$ cat config.mk
export PLATFORM = sky130hd
export DESIGN_NAME = abs_pulse_timer
export DESIGN_NICKNAME = d
export VERILOG_FILES = /design/src/rtl/apt_pkg.sv /design/src/rtl/apt_loop_tick.sv /design/src/rtl/apt_split_counter.sv /design/src/rtl/apt_time_reg.sv /design/src/rtl/abs_pulse_timer.sv
export SDC_FILE = /design/constraint.sdc
export NUM_CORES = 1
export LEC_CHECK = 0
export ABC_AREA = 1
export BUFFER_PORTS_ARGS = -buffer_cell sky130_fd_sc_hd__buf_2
export CAP_MARGIN = 20
export CORE_MARGIN = 2
export CORE_UTILIZATION = 60
export DETAILED_ROUTE_END_ITERATION = 16
export GPL_TIMING_DRIVEN = 1
export PLACE_DENSITY = 0.77
export SLEW_MARGIN = 20
export SYNTH_ARGS = -nofsm -noshare
export SYNTH_HDL_FRONTEND = slang
export SYNTH_SLANG_ARGS = --single-unit
$ cat constraint.sdc
create_clock -name clk -period 3.45 [get_ports clk]
set_input_delay 0.1725 -clock clk [delete_from_list [all_inputs] [get_ports clk]]
set_output_delay 0.1725 -clock clk [all_outputs]
set_load 0.02 [all_outputs]
$ cat src/rtl/apt_pkg.sv
package apt_pkg;
  typedef enum logic [2:0] {
    ADDR_ON_HI  = 3'd0,
    ADDR_ON_LO  = 3'd1,
    ADDR_OFF_HI = 3'd2,
    ADDR_OFF_LO = 3'd3,
    ADDR_STATUS = 3'd4
  } apt_addr_e;

  localparam int STATUS_CLR_BIT = 0;
endpackage

$ cat src/rtl/apt_loop_tick.sv
module apt_loop_tick #(
  parameter int LOOP_CLKS = 128
) (
  input  logic clk,
  input  logic rst,
  output logic tick
);
  localparam int PW = (LOOP_CLKS > 1) ? $clog2(LOOP_CLKS) : 1;
  localparam logic [PW-1:0] LAST = PW'(LOOP_CLKS - 1);

  logic [PW-1:0] phase;

  assign tick = (phase == LAST);

  always_ff @(posedge clk) begin
    if (rst || tick) phase <= '0;
    else             phase <= phase + 1'b1;
  end

  generate
    if (LOOP_CLKS > 1) begin : g_gap
      AST_TICK_GAP: assert property (@(posedge clk) disable iff (rst)
        tick |=> !tick);
    end
  endgenerate
endmodule

$ cat src/rtl/apt_split_counter.sv
module apt_split_counter #(
  parameter int HALF_W = 32
) (
  input  logic              clk,
  input  logic              rst,
  input  logic              step,
  output logic [HALF_W-1:0] cnt_lo,
  output logic [HALF_W-1:0] cnt_hi
);
  logic lo_carry;

  function automatic logic [HALF_W:0] inc_half(input logic [HALF_W-1:0] v);
    return {1'b0, v} + 1'b1;
  endfunction

  logic [HALF_W-1:0] lo_next;
  assign {lo_carry, lo_next} = inc_half(cnt_lo);

  always_ff @(posedge clk) begin
    if (rst) begin
      cnt_lo <= '0;
      cnt_hi <= '0;
    end else if (step) begin
      cnt_lo <= lo_next;
      cnt_hi <= cnt_hi + HALF_W'(lo_carry);
    end
  end

  AST_COUNT_HOLD: assert property (@(posedge clk) disable iff (rst)
    !step |=> ($stable(cnt_lo) && $stable(cnt_hi)));
  AST_LO_STEP: assert property (@(posedge clk) disable iff (rst)
    (step && !(&cnt_lo)) |=> (cnt_lo == $past(cnt_lo) + 1'b1) && $stable(cnt_hi));
  AST_CARRY_INTO_HI: assert property (@(posedge clk) disable iff (rst)
    (step && (&cnt_lo)) |=> (cnt_lo == '0) && (cnt_hi == $past(cnt_hi) + 1'b1));
endmodule

$ cat src/rtl/apt_time_reg.sv
module apt_time_reg #(
  parameter int          HALF_W  = 32,
  parameter logic [2:0]  HI_ADDR = 3'd0,
  parameter logic [2:0]  LO_ADDR = 3'd1
) (
  input  logic              clk,
  input  logic              rst,
  input  logic              wr_en,
  input  logic [2:0]        wr_addr,
  input  logic [HALF_W-1:0] wr_data,
  input  logic [HALF_W-1:0] cnt_lo,
  input  logic [HALF_W-1:0] cnt_hi,
  output logic              hit
);
  logic [HALF_W-1:0] staged_hi;
  logic [HALF_W-1:0] act_hi;
  logic [HALF_W-1:0] act_lo;
  logic              hi_wr;
  logic              lo_wr;
  logic              hi_eq;

  assign hi_wr = wr_en && (wr_addr == HI_ADDR);
  assign lo_wr = wr_en && (wr_addr == LO_ADDR);

  always_ff @(posedge clk) begin
    if (rst) begin
      staged_hi <= '1;
      act_hi    <= '1;
      act_lo    <= '1;
    end else begin
      if (hi_wr) staged_hi <= wr_data;
      if (lo_wr) begin
        act_hi <= staged_hi;
        act_lo <= wr_data;
      end
    end
  end

  // upper word decides first, lower word only matters once it agrees
  assign hi_eq = (act_hi == cnt_hi);
  assign hit   = hi_eq && (act_lo == cnt_lo);

  AST_HI_STAGED: assert property (@(posedge clk) disable iff (rst)
    hi_wr |=> ($stable(act_hi) && $stable(act_lo)));
  AST_HI_GATES: assert property (@(posedge clk) disable iff (rst)
    (act_hi != cnt_hi) |-> !hit);
endmodule

$ cat src/rtl/abs_pulse_timer.sv
module abs_pulse_timer #(
  parameter int HALF_W    = 32,
  parameter int LOOP_CLKS = 128
) (
  input  logic              clk,
  input  logic              rst,
  input  logic              wr_en,
  input  logic [2:0]        wr_addr,
  input  logic [HALF_W-1:0] wr_data,
  output logic              pulse_out,
  output logic              off_event_flag
);
  import apt_pkg::*;

  localparam int NUM_TIMES = 2;
  localparam int IDX_ON    = 0;
  localparam int IDX_OFF   = 1;

  logic              loop_tick;
  logic [HALF_W-1:0] cnt_lo;
  logic [HALF_W-1:0] cnt_hi;
  logic [NUM_TIMES-1:0] time_hit;
  logic              on_hit;
  logic              off_hit;
  logic              flag_clr;

  apt_loop_tick #(.LOOP_CLKS(LOOP_CLKS)) u_tick (
    .clk (clk),
    .rst (rst),
    .tick(loop_tick)
  );

  apt_split_counter #(.HALF_W(HALF_W)) u_cnt (
    .clk   (clk),
    .rst   (rst),
    .step  (loop_tick),
    .cnt_lo(cnt_lo),
    .cnt_hi(cnt_hi)
  );

  generate
    for (genvar g = 0; g < NUM_TIMES; g++) begin : g_time
      apt_time_reg #(
        .HALF_W (HALF_W),
        .HI_ADDR(3'(2 * g)),
        .LO_ADDR(3'(2 * g + 1))
      ) u_time (
        .clk    (clk),
        .rst    (rst),
        .wr_en  (wr_en),
        .wr_addr(wr_addr),
        .wr_data(wr_data),
        .cnt_lo (cnt_lo),
        .cnt_hi (cnt_hi),
        .hit    (time_hit[g])
      );
    end
  endgenerate

  assign on_hit   = loop_tick && time_hit[IDX_ON];
  assign off_hit  = loop_tick && time_hit[IDX_OFF];
  assign flag_clr = wr_en && (wr_addr == ADDR_STATUS) && wr_data[STATUS_CLR_BIT];

  // on check first, off check second: the later one decides
  always_ff @(posedge clk) begin
    if (rst) begin
      pulse_out <= 1'b0;
    end else if (off_hit) begin
      pulse_out <= 1'b0;
    end else if (on_hit) begin
      pulse_out <= 1'b1;
    end
  end

  always_ff @(posedge clk) begin
    if (rst)           off_event_flag <= 1'b0;
    else if (off_hit)  off_event_flag <= 1'b1;
    else if (flag_clr) off_event_flag <= 1'b0;
  end

  AST_PIN_HOLD: assert property (@(posedge clk) disable iff (rst)
    !loop_tick |=> $stable(pulse_out));
  AST_ON_SETS: assert property (@(posedge clk) disable iff (rst)
    (on_hit && !off_hit) |=> pulse_out);
  AST_OFF_WINS: assert property (@(posedge clk) disable iff (rst)
    off_hit |=> !pulse_out);
  AST_FLAG_STICKY: assert property (@(posedge clk) disable iff (rst)
    (off_event_flag && !flag_clr) |=> off_event_flag);
  AST_FLAG_SET: assert property (@(posedge clk) disable iff (rst)
    off_hit |=> off_event_flag);
  AST_NO_PHANTOM_RISE: assert property (@(posedge clk) disable iff (rst)
    $rose(pulse_out) |-> $past(on_hit));
endmodule

==> results.sh, run 1 <==
export IMPL_setup_viol=0
export IMPL_grt_pass1_wl_um=52900
export IMPL_via_per_inst=5.41
export IMPL_ant_nets=0
export IMPL_cp_arrival_ps=3390
export IMPL_die_w_um=147
export IMPL_min_period_over_period=0.866
export IMPL_yosys_area_top_type="dfxtp_1"
export IMPL_gr_usage_met2=0.493
export IMPL_yosys_register_bits=265
export IMPL_syn_nets=1797
export IMPL_timing_slew_headroom=0.413
export IMPL_met3_usage=0.0469
export IMPL_hpwl_um=21600
export IMPL_yosys_warnings=0
export IMPL_drv_slew=0
export IMPL_final_common_cell="nand2_1"
export IMPL_grt_pass1_vias=10527
export IMPL_netlist_area_mm2=0.0123
export IMPL_cts_max_level=1
export IMPL_nFillCells=1701
export IMPL_clkLatencyLatePin_ps=550
export IMPL_dp_cells=1990
export IMPL_synthTopCellsByArea="dfxtp_1 43%, nand2_1 18%, nand3_1 6.7%, inv_1 4.4%, nor2_1 4.3%"
export IMPL_synth_top_cell_area_share=0.431
export IMPL_area_growth_pct=13.2
export IMPL_gr_usage_met1=0.410
export IMPL_crit_required_ps=3850
export IMPL_post_cts_resized=0
export IMPL_ys_types=41
export IMPL_p_per_area_mw_per_mm2=481
export IMPL_grt_busiest_layer="met2"
export IMPL_rows=52
export IMPL_die_area_mm2=0.0217
export IMPL_syn_area_per_cell_um2=7.02
export IMPL_crit_fanout=7
export IMPL_coreArea_mm2=0.0202
export IMPL_min_period_ps=2990
export IMPL_leakage_nw=6.20
export IMPL_num_antenna_cells=0
export IMPL_synth_edf_count=0
export IMPL_grt_max_degree=92
export IMPL_first_iter_violations=823
export IMPL_cts_root_buf="clkbuf_16"
export IMPL_clkTransAtPathRegs_ps=60
export IMPL_tns_ps=0
export IMPL_first_pass_iters=5
export IMPL_clock_path_buffers=3
export IMPL_slowest_delay_ps=450
export IMPL_rsz0062_at_grt="false"
export IMPL_cp_start_kind="flip-flop"
export IMPL_route_detailed_drc=0
export IMPL_cap_violations=0
export IMPL_worst_slew_pin_slew_ps=880
export IMPL_groute_usage_overall=0.302
export IMPL_synthArstFlopShare=0
export IMPL_place_port_buffers=39
export IMPL_ir_drop_mv=0.416
export IMPL_path_delay_family="simple AND/OR/NAND/NOR gates"
export IMPL_layout_common_cells="594 x nand2_1, 265 x dfxtp_1, 166 x nand3_1, 143 x inv_1, 140 x nor2_1"
export IMPL_max_freq_ghz=0.335
export IMPL_status="finished clean"
export IMPL_antenna_found_initial=0
export IMPL_final_nets=1827
export IMPL_finalNonFillerCells=2076
export IMPL_cts_buffers=28
export IMPL_cts_sinks=265
export IMPL_slowest_stage="dfxtp_1"
export IMPL_synth_flop_cell="dfxtp_1"
export IMPL_finClkSkew_ps=18.3
export IMPL_io_pins=40
export IMPL_avgRoutedWirePerCell_um=15.7
export IMPL_dieHeight_um=147
export IMPL_timing_hold_violations_final=0
export IMPL_cp_cell_sequence="inv_1 -> nor3_1 -> nand4_1 -> nor2_1 -> ha_1 -> ha_1 -> inv_1 -> nor3_4 -> nand2_2 -> nor2_4 -> nand2_1 -> nor2_1 -> xor2_1 -> nor2_1"
export IMPL_drive_gt1_frac=0.0864
export IMPL_place_congestion=0.897
export IMPL_cts_tree="yes"
export IMPL_ys_seq_area_frac=0.431
export IMPL_num_vias=11225
export IMPL_worstSetupEndpointType="flip-flop"
export IMPL_critPathKind="reg -> reg"
export IMPL_crit_top_cell="nor2_1"
export IMPL_grt_overflow=0
export IMPL_start_util=0.610
export IMPL_wl_um=32600
export IMPL_worst_path_buf_inv=2
export IMPL_syn_inst=1754
export IMPL_hp_class="in -> reg"
## synth_stat cells (2+ instances only)
cell type  instances
dfxtp_1          265
o211ai_1          24
nand2_2            5
nand3_1          166
ha_1               5
clkbuf_2           3
o21ai_1            8
nor4_1             3
inv_1            145
o21a_1             2
o21ai_0           52
nor3_2             8
nand4_4            2
nor3_1            35
nand3_4            3
or2_2              3
nor2_1           140
nand4_2            2
buf_4              3
nor2_2             8
clkbuf_1          60
a21oi_1           68
nor3_4             4
inv_2              8
nand2_1          594
nand4_1           16
a31oi_1            2
nand3_2            4
nor2_4             6
xnor2_1           27
buf_2             17
xor2_1            57
## per-stage QoR
step                      instance area, µm²   util  setup slack (ps)  hold slack, ps  power (mW)
after floorplan                        12300      -              1030             286        3.46
after CTS                              13900  0.691               466            46.7        6.72
after detailed placement               12600  0.626               467             439        3.59
after global routing                   13900  0.691               180            93.3        6.91
after global placement                 12600  0.626               546             433        3.58
final                                  13900  0.691               461            47.1        6.71
## repair_timing
action | 4_1_cts | 5_1_grt
endpoints found under the hold margin | 128 | 0
buffers inserted | 0 | 0
hold buffers | 34 | 0
## report_power, final
group / switching (mW) / total, mW / internal [mW]
logic: 0.232 / 0.368 / 0.136
registers: 0.0498 / 3.19 / 3.14
clock network: 1.24 / 3.14 / 1.91
## final cells by class
class | instances | area (µm²) | area share
timing repair buffer | 85 | 663 | 0.0476
tap | 270 | 338 | 0.0242
clock inverter | 11 | 136 | 0.00978
sequential | 265 | 5310 | 0.381
inverter | 154 | 583 | 0.0418
multi-input combinational | 1250 | 6070 | 0.436
clock buffer | 41 | 841 | 0.0603
## per-layer routing
layer / vias up / wire length, µm
met2: 374 / 15000
met4: 0 / 914
met1: 5163 / 14200
li1: 5623 / -
met5: - / 0
met3: 65 / 2480
## flip-flops by register name (all words and copies together) (netlist names)
signal	count
g_time.u_time.act_lo	64
g_time.u_time.staged_hi	64
g_time.u_time.act_hi	64
u_cnt.cnt_hi	32
off_event_flag	1
pulse_out	1
u_tick.phase	7
u_cnt.cnt_lo	32
## cell families (layout without fill, tap and decap cells)
group           Yosys count  in the layout  synth area share
compound gates          158            158            0.0702
xor+xnor                 84             84            0.0598
fa+ha+maj                 5              5           0.00508
buf+inv                 239            291            0.0773
flops                   265            265             0.431
simple gates           1003           1003             0.357
## worst reg2reg max path: cells and delay by family, from the launching register on
family                     cells  cell delay, ps
xor gates and xnor gates       1             150
adders and majority gates      2             500
buffers and inverters          2             180
DFF                            1             450
and+or+nand+nor                9            1600
## worst paths after layout
check        depth (start not counted)                                 endpoint  slack, ps                           from
min                                  4  g_time[0].u_time.act_lo[0]$_SDFFE_PP1P_         50                     wr_addr[1]
max reg2reg                         14            u_cnt.cnt_hi[28]$_SDFFE_PP0P_        460  u_cnt.cnt_lo[26]$_SDFFE_PP0P_
max                                 14            u_cnt.cnt_hi[28]$_SDFFE_PP0P_        460  u_cnt.cnt_lo[26]$_SDFFE_PP0P_
min reg2reg                          1               u_tick.phase[0]$_SDFF_PP0_        450     u_tick.phase[0]$_SDFF_PP0_
Note: power is estimated with default switching activity, not from simulation.
==> run 2: changes to the inputs <==
Clock period 3.45 ns to 3.7 ns, I/O delays scaled along.
==> results.sh, run 2 (synthesized netlist as in run 1, its figures left out) <==
export IMPL_status="finished clean"
export IMPL_tns_ps=0
export IMPL_multi_input_area_mm2=0.00607
export IMPL_r2r_slack_ps=660
export IMPL_die_w_um=147
export IMPL_area_growth_pct=13.2
export IMPL_cts_buffers=28
export IMPL_place_congestion=0.919
export IMPL_cp_start_kind="flip-flop"
export IMPL_min_period_over_period=0.821
export IMPL_cp_arrival_ps=3440
export IMPL_drv_slew=0
export IMPL_cts_root_buf="clkbuf_16"
export IMPL_wl_met1_um=14900
export IMPL_crit_fanout=7
export IMPL_worst_path_buf_inv=2
export IMPL_timing_hold_violations_final=0
export IMPL_regArea_mm2=0.00531
export IMPL_crit_top_cell="nor2_1"
export IMPL_route_detailed_drc=0
export IMPL_largest_registers="g_time.u_time.act_hi: 64 flops, g_time.u_time.act_lo: 64 flops, g_time.u_time.staged_hi: 64 flops"
export IMPL_avgRoutedWirePerCell_um=16.3
export IMPL_path_delay_family="simple AND/OR/NAND/NOR gates"
export IMPL_grt_pass1_wl_um=54100
export IMPL_io_pins=40
export IMPL_place_port_buffers=39
export IMPL_hpwl_um=22100
export IMPL_slowest_delay_ps=470
export IMPL_max_freq_ghz=0.329
export IMPL_finalPower_mw=6.28
export IMPL_leakage_nw=6.20
export IMPL_nFillCells=1723
export IMPL_via_per_inst=5.45
export IMPL_hold_start="wr_addr[1]"
export IMPL_setup_ws_ps=661
export IMPL_cts_tree="yes"
export IMPL_ant_nets=0
export IMPL_rsz0062_at_grt="false"
export IMPL_place_ws_ps=691
export IMPL_first_pass_iters=5
export IMPL_grt_pass1_vias=10591
export IMPL_cap_violations=0
export IMPL_setup_viol=0
export IMPL_die_area_mm2=0.0217
export IMPL_timing_slew_headroom=0.317
export IMPL_critPathKind="reg -> reg"
export IMPL_cts_max_level=1
export IMPL_wl_um=33800
export IMPL_post_cts_resized=0
export IMPL_crit_required_ps=4100
export IMPL_drive_gt1_frac=0.0869
export IMPL_clock_path_buffers=3
export IMPL_num_antenna_cells=0
export IMPL_rows=52
export IMPL_worst_slew_pin_slew_ps=1030
export IMPL_finalNonFillerCells=2077
export IMPL_cp_startpoint="u_cnt.cnt_lo[26]$_SDFFE_PP0P_"
export IMPL_grt_max_degree=118
export IMPL_ir_drop_mv=0.444
export IMPL_cts_sinks=265
export IMPL_hp_class="in -> reg"
export IMPL_grt_overflow=0
export IMPL_antenna_found_initial=0
export IMPL_start_util=0.610
export IMPL_p_per_area_mw_per_mm2=451
export IMPL_final_util=0.691
export IMPL_clkLatencyLatePin_ps=540
export IMPL_layout_common_cells="594 x nand2_1, 265 x dfxtp_1, 166 x nand3_1, 144 x inv_1, 140 x nor2_1"
export IMPL_highest_layer="met4"
export IMPL_groute_usage_overall=0.309
export IMPL_min_period_ps=3040
export IMPL_dp_cells=1991
export IMPL_wl_met3_um=2400
export IMPL_final_nets=1828
export IMPL_dieHeight_um=147
export IMPL_dr_wl_met2_um=15500
export IMPL_first_iter_violations=935
export IMPL_cp_cell_sequence="inv_1 -> nor3_1 -> nand4_1 -> nor2_1 -> ha_1 -> ha_1 -> inv_1 -> nor3_4 -> nand2_2 -> nor2_4 -> nand2_1 -> nor2_1 -> xor2_1 -> nor2_1"
export IMPL_num_vias=11324
export IMPL_slowest_stage="dfxtp_1"
export IMPL_clkTransAtPathRegs_ps=60
export IMPL_finClkSkew_ps=10.8
export IMPL_worstSetupEndpointType="flip-flop"
export IMPL_rr_startpoint="u_cnt.cnt_lo[26]$_SDFFE_PP0P_"
export IMPL_coreArea_mm2=0.0202
export IMPL_final_common_cell="nand2_1"
==> run 2: worst min-delay path: stages <==
cell,delay [ps]
buf_2,120
nor3_4,50
clkinv_1,220
nand2_1,80
nand3_1,50
==> run 2: through the flow <==
stage / hold WS [ps] / area [µm²]
6_report: 214 / 13900
5_1_grt: 267 / 13900
4_1_cts: 205 / 13900
3_5_place_dp: 444 / 12600
3_3_place_gp: 430 / 12600
2_1_floorplan: 298 / 12300
==> run 2: path summary, 6_finish.rpt <==
path	depth (start not counted)	endpoint
min	5	g_time[0].u_time.act_lo[1]$_SDFFE_PP1P_
min reg2reg	2	g_time[1].u_time.staged_hi[24]$_SDFFE_PP1P_
max reg2reg	14	u_cnt.cnt_hi[28]$_SDFFE_PP0P_
max	14	u_cnt.cnt_hi[28]$_SDFFE_PP0P_
==> run 2: repair_timing <==
item                                   4_1_cts  5_1_grt
hold buffers                                34        0
endpoints found under the hold margin      125        0
setup buffers                                0        0
==> run 2: where the power goes <==
part / internal [mW] / total (mW) / switching, mW / leakage, nW
logic: 0.127 / 0.347 / 0.220 / 3.56
registers: 2.93 / 2.98 / 0.0478 / 2.16
clock network: 1.76 / 2.96 / 1.20 / 0.480
==> run 2: area by class of cell <==
type / count / area share
clock inverters: 14 / 0.0123
well taps: 270 / 0.0242
repair buffers: 86 / 0.0469
multi-input cells: 1250 / 0.436
clock buffers: 38 / 0.0581
flip-flops and latches: 265 / 0.381
inverters: 154 / 0.0419
==> run 2: metal layers <==
metal | global-route usage | up-vias
met3 | 0.0444 | 74
met1 | 0.424 | 5246
met5 | 0 | -
met4 | 0.0995 | 0
li1 | - | 5622
met2 | 0.504 | 382
